File: config.mk
export PLATFORM = sky130hd
export DESIGN_NAME = lazy_flag_unit
export DESIGN_NICKNAME = d
export VERILOG_FILES = /design/src/rtl/lazy_flag_pkg.sv /design/src/rtl/arith_flag_core.sv /design/src/rtl/flag_class_eval.sv /design/src/rtl/ext_chain_adder.sv /design/src/rtl/lazy_flag_unit.sv
export SDC_FILE = /design/constraint.sdc
export NUM_CORES = 1
export LEC_CHECK = 0
export CORE_MARGIN = 3
export CORE_UTILIZATION = 42
export DETAILED_ROUTE_END_ITERATION = 6
export GPL_TIMING_DRIVEN = 0
export RECOVER_POWER = 25
export SLEW_MARGIN = 25
export SYNTH_ARGS = -nofsm -noshare
export SYNTH_HDL_FRONTEND = slang
export SYNTH_SLANG_ARGS = --single-unit
File: constraint.sdc
create_clock -name clk -period 8.4 [get_ports clk]
set_clock_uncertainty 0.2 [all_clocks]
set_input_delay 0.84 -clock clk [delete_from_list [all_inputs] [get_ports clk]]
set_output_delay 0.84 -clock clk [all_outputs]
set_load 0.02 [all_outputs]
File: src/rtl/lazy_flag_pkg.sv
package lazy_flag_pkg;
  localparam int FLAG_W = 5;
  localparam int CLS_W  = 4;

  typedef enum logic [CLS_W-1:0] {
    CLS_PASS  = 4'd0,
    CLS_LOGIC = 4'd1,
    CLS_ADD   = 4'd2,
    CLS_SUB   = 4'd3,
    CLS_CMPB  = 4'd4,
    CLS_CMPW  = 4'd5,
    CLS_ADDX  = 4'd6,
    CLS_SUBX  = 4'd7,
    CLS_SHIFT = 4'd8,
    CLS_XADD  = 4'd9,
    CLS_XSUB  = 4'd10
  } flag_cls_e;

  typedef struct packed {
    logic x;
    logic n;
    logic z;
    logic v;
    logic c;
  } flag_vec_t;
endpackage

File: src/rtl/arith_flag_core.sv
// Rebuilds N, Z, V, C at width WD from a result and one operand.
module arith_flag_core #(
  parameter int WD = 32
) (
  input  logic [WD-1:0] res,
  input  logic [WD-1:0] opd,
  input  logic          is_sub,
  input  logic          ext,
  output logic          n,
  output logic          z,
  output logic          v,
  output logic          c
);
  logic [WD-1:0] ext_w;
  logic [WD-1:0] rebuilt;
  logic [WD-1:0] vbits;

  assign ext_w = {{(WD-1){1'b0}}, ext};

  always_comb begin
    z = (res == '0);
    n = !z && res[WD-1];
    if (is_sub) begin
      // minuend recovered from difference and subtrahend
      rebuilt = res + opd + ext_w;
      c       = ext ? (rebuilt <= opd) : (rebuilt < opd);
      vbits   = (rebuilt ^ res) & (rebuilt ^ opd);
    end else begin
      // first addend recovered from sum and second addend
      rebuilt = res - opd - ext_w;
      c       = ext ? (res <= opd) : (res < opd);
      vbits   = (opd ^ res) & ~(rebuilt ^ opd);
    end
    v = vbits[WD-1];
  end
endmodule

File: src/rtl/flag_class_eval.sv
// Selects the per-class flag rule for a deferred record.
module flag_class_eval
  import lazy_flag_pkg::*;
#(
  parameter int W      = 32,
  parameter int BYTE_W = 8,
  parameter int HALF_W = 16
) (
  input  logic [CLS_W-1:0] cls,
  input  logic [W-1:0]     res,
  input  logic [W-1:0]     opd,
  input  logic             x_in,
  output flag_vec_t        flags,
  output logic             known
);
  localparam int N_NARROW = 2;

  logic full_sub, full_ext;
  logic fn, fz, fv, fc;
  logic [N_NARROW-1:0] nn, nz, nv, nc;

  assign full_sub = (cls == CLS_SUB) || (cls == CLS_SUBX);
  assign full_ext = (cls == CLS_ADDX) || (cls == CLS_SUBX);
  assign known    = (cls <= CLS_SHIFT);

  arith_flag_core #(.WD(W)) u_full (
    .res(res), .opd(opd), .is_sub(full_sub), .ext(full_ext),
    .n(fn), .z(fz), .v(fv), .c(fc)
  );

  // narrow compare widths: index 0 byte, index 1 half-word
  for (genvar g = 0; g < N_NARROW; g++) begin : g_narrow
    localparam int NW = (g == 0) ? BYTE_W : HALF_W;
    arith_flag_core #(.WD(NW)) u_core (
      .res(res[NW-1:0]), .opd(opd[NW-1:0]), .is_sub(1'b1), .ext(1'b0),
      .n(nn[g]), .z(nz[g]), .v(nv[g]), .c(nc[g])
    );
  end

  always_comb begin
    flags = '0;
    case (cls)
      CLS_PASS:  flags = flag_vec_t'(res[FLAG_W-1:0]);
      CLS_LOGIC: flags = '{x: x_in, n: fn, z: fz, v: 1'b0, c: 1'b0};
      CLS_ADD, CLS_SUB, CLS_ADDX, CLS_SUBX:
                 flags = '{x: x_in, n: fn, z: fz, v: fv, c: fc};
      CLS_CMPB:  flags = '{x: x_in, n: nn[0], z: nz[0], v: nv[0], c: nc[0]};
      CLS_CMPW:  flags = '{x: x_in, n: nn[1], z: nz[1], v: nv[1], c: nc[1]};
      CLS_SHIFT: flags = '{x: x_in, n: fn, z: fz, v: 1'b0, c: |opd};
      default:   flags = '0;
    endcase
  end
endmodule

File: src/rtl/ext_chain_adder.sv
// Extend-carrying add/subtract with a sticky zero across words.
module ext_chain_adder
  import lazy_flag_pkg::*;
#(
  parameter int W = 32
) (
  input  logic [W-1:0] a,
  input  logic [W-1:0] b,
  input  logic         x_in,
  input  logic         z_prev,
  input  logic         is_sub,
  output logic [W-1:0] sum,
  output flag_vec_t    flags
);
  logic [W-1:0] x_w;
  logic cn, cz, cv, cc;

  assign x_w = {{(W-1){1'b0}}, x_in};
  assign sum = is_sub ? (a - (b + x_w)) : (a + b + x_w);

  arith_flag_core #(.WD(W)) u_core (
    .res(sum), .opd(b), .is_sub(is_sub), .ext(x_in),
    .n(cn), .z(cz), .v(cv), .c(cc)
  );

  assign flags = '{x: cc, n: cn, z: cz & z_prev, v: cv, c: cc};
endmodule

File: src/rtl/lazy_flag_unit.sv
module lazy_flag_unit
  import lazy_flag_pkg::*;
#(
  parameter int W      = 32,
  parameter int BYTE_W = 8,
  parameter int HALF_W = 16
) (
  input  logic              clk,
  input  logic              rst,
  input  logic              in_valid,
  input  logic [CLS_W-1:0]  in_cls,
  input  logic [W-1:0]      in_a,
  input  logic [W-1:0]      in_b,
  input  logic              in_x,
  input  logic              in_zprev,
  output logic              out_valid,
  output logic [FLAG_W-1:0] out_flags,
  output logic [W-1:0]      out_value,
  output logic              out_err
);
  flag_vec_t    eval_f, chain_f, next_f;
  logic         eval_known, is_chain, chain_sub, next_err;
  logic [W-1:0] chain_sum, next_val;

  assign is_chain  = (in_cls == CLS_XADD) || (in_cls == CLS_XSUB);
  assign chain_sub = (in_cls == CLS_XSUB);

  flag_class_eval #(.W(W), .BYTE_W(BYTE_W), .HALF_W(HALF_W)) u_eval (
    .cls(in_cls), .res(in_a), .opd(in_b), .x_in(in_x),
    .flags(eval_f), .known(eval_known)
  );

  ext_chain_adder #(.W(W)) u_chain (
    .a(in_a), .b(in_b), .x_in(in_x), .z_prev(in_zprev), .is_sub(chain_sub),
    .sum(chain_sum), .flags(chain_f)
  );

  always_comb begin
    next_f   = '0;
    next_val = '0;
    next_err = 1'b0;
    if (is_chain) begin
      next_f   = chain_f;
      next_val = chain_sum;
    end else if (eval_known) begin
      next_f   = eval_f;
    end else begin
      next_err = 1'b1;
    end
  end

  always_ff @(posedge clk) begin
    if (rst) begin
      out_valid <= 1'b0;
      out_flags <= '0;
      out_value <= '0;
      out_err   <= 1'b0;
    end else begin
      out_valid <= in_valid;
      out_err   <= in_valid && next_err;
      if (in_valid) begin
        out_flags <= next_f;
        out_value <= next_val;
      end
    end
  end
endmodule

* Yosys cells after proc, flatten, opt, wreduce, memory -nomap -nowiden
Cells that the tools add are included.
** Cells by class
- Order comparisons :: 11
- Bitwise operators :: 21
- $add $sub $neg :: 13
- Muxes and demuxes :: 15
- Div/mod/pow operators :: 0
- Shift operators :: 0
- $mul :: 0
- Reductions and logical operators :: 19
- Eq/ne operators :: 10
** Operators with widths (count)
- $xor A32 B32 Y32 :: 8
- $add A32 B1 Y32 :: 4
- $and A32 B32 Y32 :: 4
- $le A32 B32 Y1 :: 4
- $lt A32 B32 Y1 :: 4
- $mux W32 :: 4
- $sub A32 B32 Y32 :: 3
- $add A32 B32 Y32 :: 2
- $logic_not A32 Y1 :: 2
- $not A32 Y32 :: 2
- $sub A32 B1 Y32 :: 2
- $reduce_or A32 Y1 :: 1
- $xor A16 B16 Y16 :: 2
- $pmux W5 S6 :: 1
- $add A16 B16 Y16 :: 1
- $and A16 B16 Y16 :: 1
- $eq A4 B3 Y1 const B :: 4
- $logic_not A16 Y1 :: 1
- $lt A16 B16 Y1 :: 1
- $xor A8 B8 Y8 :: 2
- $eq A4 B4 Y1 const B :: 3
- $mux W5 :: 2
- $add A8 B8 Y8 :: 1
- $and A8 B8 Y8 :: 1
- other kinds (12) :: 29
** Storage, ports and cells
- Register bits :: 39
- Output and inout bits :: 39
- RAM bits :: 0
- Input port bits :: 73
- Latch bits :: 0
- Memory bits (read-only) :: 0
- Memories kept :: 0

* Depth between registers and ports, before layout
Gate-level depths: netlist (run 1).
- Word-level depth :: 10
- Gate-level depth with buffers :: 39

* Hierarchy
From an unflattened synthesis (run 1), not the netlist that was laid out.
** Unflattened totals
- Cell total of the unflattened synthesis :: 2465
- Area total of the unflattened synthesis :: 18406.4 um^2
** By module, submodules not included
- arith_flag_core at u_eval.u_full :: sequential area each 0.0 um^2, instances 1, area each 4634.4 um^2, cells an instance 642
- arith_flag_core at u_chain.u_core :: sequential area each 0.0 um^2, instances 1, area each 4618.2 um^2, cells an instance 618
- ext_chain_adder :: sequential area each 0.0 um^2, instances 1, area each 4320.4 um^2, cells an instance 614
- arith_flag_core at u_eval.g_narrow[1].u_core :: sequential area each 0.0 um^2, instances 1, area each 2180.8 um^2, cells an instance 297
- lazy_flag_unit :: sequential area each 780.7 um^2, instances 1, area each 1298.7 um^2, cells an instance 108
- arith_flag_core at u_eval.g_narrow[0].u_core :: sequential area each 0.0 um^2, instances 1, area each 1003.5 um^2, cells an instance 132
- flag_class_eval :: sequential area each 0.0 um^2, instances 1, area each 350.3 um^2, cells an instance 54

* Worst setup path before layout (run 1)
Ideal clock, no wire load.
- Path type :: in2reg
- Start point :: input in_a[5]
- End point :: register out_flags[0]
- Setup slack :: 0.278 ns
- Data arrival time :: 7.791 ns
- Stages :: 33
- Path buffers :: 1
- Setup time :: 0.130 ns
- Cells stage by stage :: inv_1 ha_1 buf_6 or4_1 a211o_1 a21o_1 a221oi_2 nand4_1 nand4b_1 nor2_1 nand2_1 xnor2_1 o21ai_0 ha_1 inv_1 nand3_1 or3_1 nor4b_1 a211oi_1 o21ai_0 a221oi_1 o41ai_1 a21oi_1 xor2_1 ha_1 nand4_1 nor4_1 nand2_1 o221ai_1 a211oi_1 o311ai_0 and2_1 a311oi_1
** Between the ends
- Word-level cells in the longest chain between the ends :: 9
- Elaborated cells on any way between the ends :: 28
- Those cells by class :: add/sub: 8; order compare: 10; mux: 10
** RTL lines
- from (decl) :: line lazy_flag_unit.sv:12 : input logic [W-1:0] in_a,
- $add A32 B32 Y32 :: line arith_flag_core.sv:25, ext_chain_adder.sv:19
- $add A32 B1 Y32 :: line ext_chain_adder.sv:19 : assign sum = is_sub ? (a - (b + x_w)) : (a + b + x_w);
- $mux W32 :: line ext_chain_adder.sv:19
- $add A32 B32 Y32 :: line arith_flag_core.sv:25 : rebuilt = res + opd + ext_w;
- $add A32 B1 Y32 :: line arith_flag_core.sv:25
- $lt A32 B32 Y1 or $le A32 B32 Y1 (tied branches) :: line arith_flag_core.sv:26 : c = ext ? (rebuilt <= opd) : (rebuilt < opd);
- $mux W1 :: line arith_flag_core.sv:26
- $mux W1 :: line arith_flag_core.sv:23 : if (is_sub) begin
- $mux W5 * :: line lazy_flag_unit.sv:42 : if (is_chain) begin
- to (signal assigned) :: line lazy_flag_unit.sv:62 : out_flags <= next_f;
- to (decl) :: line lazy_flag_unit.sv:17 : output logic [FLAG_W-1:0] out_flags,
Mark *: on every way between the ends. The rest lies on a longest branch, timed or not.
A chain may end at the register's enable or synchronous reset.

* Worst setup path in the final report (run 1)
- Start point :: input in_b[16]
- End point :: register out_flags[0]
** Between the ends
- Word-level cells in the longest chain between the ends :: 9
- Elaborated cells on any way between the ends :: 26
- Those cells by class :: add/sub: 7; order compare: 8; mux: 10; reduce/logical: 1
** RTL lines
- from (decl) :: line lazy_flag_unit.sv:13 : input logic [W-1:0] in_b,
- $add A32 B32 Y32 or $add A32 B1 Y32 (tied branches) :: line arith_flag_core.sv:25, ext_chain_adder.sv:19
- $add A32 B1 Y32 or $sub A32 B32 Y32 (tied branches) :: line ext_chain_adder.sv:19
- $mux W32 :: line ext_chain_adder.sv:19
- $add A32 B32 Y32 :: line arith_flag_core.sv:25
- $add A32 B1 Y32 :: line arith_flag_core.sv:25
- $lt A32 B32 Y1 or $le A32 B32 Y1 (tied branches) :: line arith_flag_core.sv:26
- $mux W1 :: line arith_flag_core.sv:26
- $mux W1 :: line arith_flag_core.sv:23
- $mux W5 * :: line lazy_flag_unit.sv:42
Marks and branches as above.

==> results of run 1 <==
==> state kept, by name, summed over array words and instances, names as in the netlist <==
| register | cells |
|---|---|
| out_flags | 5 |
| out_err | 1 |
| out_value | 32 |
| out_valid | 1 |
==> final cells by class <==
| class | instances | area, um2 |
|---|---|---|
| antenna | 1 | 2.50 |
| buffer | 33 | 165 |
| clock buffer | 6 | 129 |
| fill | 3113 | 14700 |
| inverter | 237 | 897 |
| multi-input combinational | 1516 | 13000 |
| sequential | 39 | 781 |
| tap | 435 | 544 |
| timing repair buffer | 177 | 1560 |
==> Yosys cell counts, types with 5 or more instances <==
library cell,count
ha_1,329
inv_1,228
a21oi_1,144
nor2_1,129
xnor2_1,111
nand2_1,96
o21ai_0,85
nand4_1,53
nor3_1,50
nor2b_1,44
clkbuf_1,40
dfxtp_1,39
nor4_1,39
a21o_1,38
nand2b_1,34
o21bai_1,33
xor2_1,31
nand3_1,24
o21a_1,17
a211oi_1,16
and2_1,16
o31ai_1,16
or3_1,13
a31oi_1,11
and3_1,11
mux2i_1,10
o211ai_1,9
or4_1,9
a2111oi_0,7
a221oi_1,7
fa_1,7
inv_2,7
and4_1,6
nand3b_1,6
o2111ai_1,6
o21ai_1,6
a221o_1,5
o31a_1,5
or2_2,5
==> worst max-delay path, delay by kind of cell <==
kind                     cells  cell delay, ps
adder cells (fa/ha/maj)      3            1140
AND/OR/NAND/NOR             10            2120
AO/OA/AOI/OAI                9            2080
buffers and inverters        3            1010
multiplexers                 2             680
XOR/XNOR                     2             310
==> cells by family (layout without fill, tap and decap cells) <==
kind of cell,after synthesis,in the layout,synth area share
other cells,0,1,0
xor+xnor,143,143,0.0925
fa+ha+maj,336,336,0.313
simple gates,558,558,0.218
mux,13,13,0.0107
flops,39,39,0.0573
buf+inv,284,453,0.0792
compound gates,466,466,0.229
==> power by group <==
group	internal, mW	switching (mW)
registers	0.191	0.00377
clock network	0.107	0.0646
logic	0.873	1.25
total	1.17	1.32
==> final timing paths <==
check	start	slack [ps]	cells past startpoint	end
worst min register to register	out_value[3]	250	2	out_value[3]
worst max register to register	out_flags[2]	5230	12	out_flags[2]
worst min-delay path	out_value[3]	250	2	out_value[3]
worst max-delay path	in_b[16]	180	29	out_flags[0]
==> layout by cell type (no fill, tap or decap), drive strengths merged, types with 10 or more instances in the layout <==
master / n
a2111oi: 12
a211oi: 17
a21o: 38
a21oi: 147
a31oi: 11
and2: 16
and3: 11
buf: 80
clkbuf: 43
clkdlybuf4s50: 61
dfxtp: 39
dlygate4sd3: 19
ha: 329
inv: 233
mux2i: 11
nand2: 96
nand2b: 34
nand3: 24
nand4: 53
nor2: 129
nor2b: 44
nor3: 51
nor4: 42
o211ai: 10
o21a: 17
o21ai: 92
o21bai: 33
o31ai: 16
or3: 14
xnor2: 112
xor2: 31
==> what timing repair did <==
| action | CTS | global route |
|---|---|---|
| pin swaps | 29 | 47 |
| setup endpoints to repair | 3 | 2 |
| buffers inserted | 42 | 24 |
| gates resized for setup | 176 | 156 |
==> per-stage QoR <==
stage	cell area, um2	setup slack (ps)	power (mW)	setup TNS [ps]
finish	17100	179	2.49	0
global route	17100	-19.3	2.71	-19.3
CTS	16300	1.33	2.33	0
detailed placement	15300	-2970	2.01	-7590
global placement	15300	-2910	1.99	-7440
floorplan	13600	278	1.48	0
==> routing by layer <==
layer  share of wire  up-vias  routed length, um
li1                -     6870                  -
met1            0.46     6891              24600
met2            0.45      544              23800
met3           0.069       74               3680
met4           0.026        0               1380
met5               0        -                  0
==> results.cfg, run 1 <==
[run_status]
run_status = complete, no violations

[grt]
gr-usage-met1 = 0.426
antenna_found_initial = 2
globalRoute.busiestLayer = met2
grt_pass1_wl_um = 80300
global_route_total_overflow = 0
grtUsageMet2 = 0.483
global_route.usage.met3 = 0.0246
grt_max_degree = 11
grt_pass1_vias = 13700
grtUsageTotal = 0.297

[clock_tree]
cts.clk_slew.worst_paths_ps = 50
cts_htree_levels = 2
postCtsHoldBufs = 0
clk_latency_ps = 270
clock_buffers_created_by_tritoncts = 5
clkSinkCount = 39
ctsLongestPathBuffers = 2
clock_tree.root_cell = clkbuf_16
tritoncts = built

[placed_design]
portBuffers = 111
finalWeightedCongestion = 0.966
detailedPlacementHpwl_um = 44400
placed_cells = 2385

[synthesis]
yosys-top-cells-area = ha_1 30%, xnor2_1 7.1%, inv_1 6.3%, dfxtp_1 5.7%, a21oi_1 5.3%
post_synth.cell_area_avg_um2 = 7.41
synth-edff-count = 0
async_flop_share = 0
synth.ff_latch_count = 39
synthDistinctLibCells = 95
synth_sequential_area_ratio = 0.0573
synth_largest_type_area_fraction = 0.302
postSynth.topFlopCell = dfxtp_1
synth_nets = 2248
yosys_warnings = 0
syn_std_cell_area_mm2 = 0.0136
synth_top_area_cell = ha_1
synthCells = 1839

[routing]
final_antenna_violating_net_count = 0
routed-via-count = 14400
drt_iter0_drc = 973
drt-total-wl_um = 53400
vias_per_cell = 5.88
remaining_drc_errors = 0
first_pass_iters = 5
avgRoutedWirePerCell_um = 21.9

[sta]
fin_crit_ps = 8220
max_clock_freq_mhz = 122
hold_ws_ps = 248
slew_headroom = 0.389
slew_violations = 0
final_min_period_over_clock_period = 0.979
finalHoldViolCount = 0
worstMarginPinSlew_ps = 909
finalSetupViolations = 0

[final_layout]
post_layout_nonfiller_instances = 2444
core_util_final = 0.536
final_net_count = 2418
syn_to_final_growth_pct = 25.2
fraction_of_final_layout_cells_sized_beyond_drive_strength_1 = 0.145

[power]
vdd_drop_max_v = 0.0000813
power_per_cell_area_mw_per_mm2 = 146
leakagePower_nw = 7.53

[setup_path]
slowest_delay_ps = 750
worst_path_max_delay_cell = clkdlybuf4s50_1
critPathMaxFanout = 8
path_common_cell = ha_1
worstSetupEndpointType = register
required_ps = 8340
critical_path_class = in -> reg
worst_setup_path_start_kind = input pin
worst-endpoint-arrival_ps = 8160

[floorplanning]
num_io_pins = 112
die_x_um = 186
placement_rows = 65
core-area_mm2 = 0.0318
initial_core_util = 0.428
design.die.area_mm2 = 0.0346
floorplan.die.height_um = 186

[min_path]
hold_class = reg -> reg

[flow_run]
max-cap-violations = 0
(Power assumes the default switching activity.)
==> run 2: changes to the inputs <==
Settings changed: CORE_UTILIZATION 42 to 55, PLACE_DENSITY set to 0.79.
==> results.cfg, run 2 (synthesized netlist as in run 1, its figures left out) <==
[final_layout]
largest_registers = out_value x32, out_flags x5
fraction_of_final_layout_cells_sized_beyond_drive_strength_1 = 0.150
top_register_by_number_of_flip_flops = out_value
antenna-diode-count = 0
post_layout_nonfiller_instances = 2345
syn_to_final_growth_pct = 25.5
core_util_final = 0.715
finalInstanceArea_mm2 = 0.0171
final_common_cell = ha_1
largest_register_ff_count = 32
final_net_count = 2434
layout.cells.most_common_list = 305 x ha_1, 217 x inv_1, 134 x a21oi_1

[clock_tree]
clock_tree.root_cell = clkbuf_16
tritoncts = built
cts.clk_slew.worst_paths_ps = 60
clk_latency_ps = 280
cts_htree_levels = 2
clkSinkCount = 39
clock_buffers_created_by_tritoncts = 5
ctsLongestPathBuffers = 2
postCtsHoldBufs = 0

[floorplanning]
floorplan.die.height_um = 163
die_x_um = 163
design.die.area_mm2 = 0.0267
placement_rows = 56
core-area_mm2 = 0.0239
initial_core_util = 0.570
num_io_pins = 112

[routing]
first_pass_iters = 7
routed-via-count = 15100
final_antenna_violating_net_count = 0
drt_iter0_drc = 1656
vias_per_cell = 6.43
drt-total-wl_um = 51300
avgRoutedWirePerCell_um = 21.9
remaining_drc_errors = 0

[grt]
grt_pass1_vias = 13600
antenna_found_initial = 0
grt_max_degree = 13
global_route_total_overflow = 0
grt_pass1_wl_um = 74200
grtUsageTotal = 0.350

[setup_path]
worst-endpoint-arrival_ps = 8350
critical_path_class = in -> reg
worstSetupEndpointType = register
slowest_delay_ps = 540
worst_path_max_delay_cell = or4_4
path_common_cell = buf_4
critPathMaxFanout = 10
rrSetupSlack_ps = 5240
required_ps = 8400
r2r.worst_path.cells = 12
rr_startpoint = out_flags[2]
worst_r2r_endpoint = out_flags[2]
worst_setup_path_start_kind = input pin

[sta]
post-route-worst-setup-slack_ps = 50.4
rsz0062_at_grt = yes
timing.setup.tns_ps = 0
slew_headroom = 0.372
worstMarginPinSlew_ps = 933
hold_ws_ps = 241
fin_crit_ps = 8350
final_min_period_over_clock_period = 0.994
finalSetupViolations = 0
max_clock_freq_mhz = 120
slew_violations = 0
finalHoldViolCount = 0

[placed_design]
finalWeightedCongestion = 0.992
placed_cells = 2269
portBuffers = 111
detailedPlacementHpwl_um = 40200
placedInstanceArea_mm2 = 0.0151
post-place-ws_ps = -2940

[power]
leakagePower_nw = 7.65
vdd_drop_max_v = 0.000134
power_per_cell_area_mw_per_mm2 = 148
power_mw = 2.53

[min_path]
min_delay_path_depth = 2
min_delay_worst_endpoint = out_value[24]
hold_class = reg -> reg
worstHoldStart = out_value[24]

[flow_run]
max-cap-violations = 0

[run_status]
run_status = complete, no violations
run 2: cell count changes in the layout (fill, tap and decap cells not counted), moves of 4 or more:
cell / before / now
buf_4: 67 / 77
buf_6: 5 / 9
buf_12: 0 / 4
buf_2: 7 / 3
run 2: cell type report:
type | instances | area [um2]
fill | 1855 | 6800
multi-input combinational | 1516 | 12900
inverter | 237 | 911
clock inverter | 1 | 7.51
tap | 319 | 399
clock buffer | 7 | 153
sequential | 39 | 781
timing repair buffer | 190 | 1740
buffer | 36 | 175
run 2: repair_timing:
item                                    4_1_cts  5_1_grt
endpoints found under the setup margin        3        2
gates resized for setup                     132      224
pin swaps                                    24       67
setup buffers                                27       51
cloned                                        0        1
run 2: how the worst max path moves through the flow:
stage | from | endpoint | slack, ps | depth (start not counted)
detailed placement | in_b[1] | out_flags[0] | -2940 | 32
global route | in_b[0] | out_flags[0] | -250 | 39
floorplan | in_a[5] | out_flags[0] | 280 | 33
CTS | in_a[6] | out_flags[0] | 2 | 31
global placement | in_b[1] | out_flags[0] | -2730 | 31
finish | in_b[0] | out_flags[0] | 50 | 33
run 2: layer usage:
layer | wire length [um] | share of wire | track usage | up-vias
met5 | 0 | 0 | 0 | -
met4 | 2180 | 0.042 | 0.0934 | 0
li1 | - | - | - | 6919
met1 | 22100 | 0.43 | 0.511 | 7077
met2 | 21700 | 0.42 | 0.544 | 928
met3 | 5350 | 0.10 | 0.0418 | 161
run 2: power breakdown:
part | switching, mW | internal [mW]
registers | 0.00329 | 0.191
clock network | 0.0704 | 0.126
logic | 1.25 | 0.890
run 2: critical path: cells and delay by family:
| kind | cells | cell delay, ps |
|---|---|---|
| buffers and inverters | 6 | 930 |
| adder cells (fa/ha/maj) | 4 | 1040 |
| AND/OR/NAND/NOR | 11 | 2950 |
| AO/OA/AOI/OAI | 10 | 2330 |
| XOR/XNOR | 2 | 240 |
==> run 3: changes to the inputs <==
Settings changed: ABC_AREA set to 1.
==> results.cfg, run 3 <==
[synthesis]
postSynth.topFlopCell = dfxtp_1
synthDistinctLibCells = 60
synth_nets = 2829
synth_top_area_cell = ha_1
synthCells = 2420
yosys-top-cells-area = ha_1 28%, nand2_1 14%, inv_1 11%, a21oi_1 6.5%, nand3_1 5.5%
most_instantiated_cells_after_synthesis = 526 x nand2_1, 431 x inv_1, 329 x ha_1
async_flop_share = 0
synth_sequential_area_ratio = 0.0534
syn_std_cell_area_mm2 = 0.0146
synth-edff-count = 0
yosys_warnings = 0
synth.ff_latch_count = 39
post_synth.cell_area_avg_um2 = 6.04
synthMostInstantiatedCell = nand2_1
synth_largest_type_area_fraction = 0.282

[sta]
finalSetupViolations = 0
fin_crit_ps = 8030
slew_violations = 0
max_clock_freq_mhz = 125
final_min_period_over_clock_period = 0.955
worstMarginPinSlew_ps = 1040
finalHoldViolCount = 0
slew_headroom = 0.290
post-route-worst-setup-slack_ps = 374
hold_ws_ps = 266

[power]
power_mw = 2.11
leakagePower_nw = 8.63
vdd_drop_max_v = 0.000132
power_per_cell_area_mw_per_mm2 = 129

[setup_path]
slowest_delay_ps = 740
path_common_cell = nand2_1
worstSetupEndpointType = register
kind_of_cell_adding_the_most_delay_to_the_critical_path = simple AND/OR/NAND/NOR gates
worst_setup_path_start_kind = input pin
required_ps = 8370
worst_path_max_delay_cell = clkdlybuf4s50_1
critPathMaxFanout = 5
worstPathBufferInverterCount = 3
worst-endpoint-arrival_ps = 8000
critical_path_class = in -> reg

[grt]
grt_max_degree = 13
grtUsageTotal = 0.377
antenna_found_initial = 0
grt_pass1_vias = 15300
grt_pass1_wl_um = 84600
global_route_total_overflow = 0

[placed_design]
finalWeightedCongestion = 1.06
portBuffers = 109
detailedPlacementHpwl_um = 48600
post-place-ws_ps = -157

[routing]
routed-via-count = 16600
final_antenna_violating_net_count = 0
drt_iter0_drc = 1662
vias_per_cell = 5.76
avgRoutedWirePerCell_um = 19.4
drt-total-wl_um = 55800
remaining_drc_errors = 0
first_pass_iters = 6

[run_status]
run_status = complete, no violations

[clock_tree]
cts.clk_slew.worst_paths_ps = 50
clock_buffers_created_by_tritoncts = 5
tritoncts = built
cts_htree_levels = 2
postCtsHoldBufs = 0
ctsLongestPathBuffers = 2
clkSinkCount = 39
clock_tree.root_cell = clkbuf_16
clk_latency_ps = 280

[final_layout]
final_common_cell = nand2_1
top_register_by_number_of_flip_flops = out_value
final.fill_count = 2597
largest_register_ff_count = 32
final_net_count = 2947
largest_registers = out_value x32, out_flags x5
antenna-diode-count = 0
syn_to_final_growth_pct = 12.2
fraction_of_final_layout_cells_sized_beyond_drive_strength_1 = 0.0512
layout.cells.most_common_list = 526 x nand2_1, 430 x inv_1, 329 x ha_1

[floorplanning]
die_x_um = 169
placement_rows = 59
design.die.area_mm2 = 0.0286
core-area_mm2 = 0.0261
initial_core_util = 0.561
floorplan.die.height_um = 169
num_io_pins = 112

[flow_run]
max-cap-violations = 0

[min_path]
hold_class = reg -> reg
## run 3: report_power, final
part | switching [mW] | internal [mW]
registers | 0.00311 | 0.191
logic | 1.10 | 0.570
clock network | 0.0745 | 0.170
total | 1.18 | 0.932
## run 3: cell type report
class	instances	area, um2	area share
tap	335	419	0.0256
inverter	462	1740	0.106
buffer	20	82.6	0.00503
multi-input combinational	1898	12100	0.736
clock buffer	6	129	0.00786
sequential	39	781	0.0476
clock inverter	2	60.1	0.00366
timing repair buffer	112	1120	0.0683
## run 3: what timing repair did
item                                    in CTS  in global routing
buffers inserted                             0                  3
endpoints found under the setup margin       0                  2
gates resized for setup                      0                 15
endpoints found under the hold margin        0                  0
## run 3: worst reg2reg max path, stage by stage (launching register included)
cell and delay (ps):
dfxtp_1 320, nor3b_1 140, a21oi_1 130, nand2_1 70
## run 3: per-stage QoR
stage / TNS (ps) / util / cells / cell area, um2
2_1_floorplan: 0 / - / 2420 / 14600
6_report: 0 / 0.629 / 2874 / 16400
3_3_place_gp: -148 / 0.619 / 2864 / 16100
4_1_cts: 0 / 0.626 / 2872 / 16300
5_1_grt: -0.204 / 0.629 / 2874 / 16400
3_5_place_dp: -188 / 0.619 / 2864 / 16100
## run 3: final timing paths
path	start	slack, ps	cells after the start	to
worst max register to register	out_flags[1]	7430	3	out_flags[1]
worst max-delay path	in_b[10]	370	36	out_flags[4]
worst min register to register	out_value[12]	270	2	out_value[12]
worst min-delay path	out_value[12]	270	2	out_value[12]
## run 3: metal layers
layer / global-route usage / vias up / wire length, um
met2: 0.649 / 786 / 25800
met4: 0.143 / 0 / 2670
met1: 0.489 / 7491 / 23000
met5: 0 / - / 0
li1: - / 8167 / -
met3: 0.0346 / 124 / 4300
## run 3: cell families after synthesis
kind of cell / Yosys count / share of synthesized area
DFF: 39 / 0.0534
AOI/OAI and AO/OA: 415 / 0.161
xor gates and xnor gates: 75 / 0.0454
and+or+nand+nor: 1072 / 0.325
buffers and inverters: 483 / 0.125
adders and majority gates: 336 / 0.291
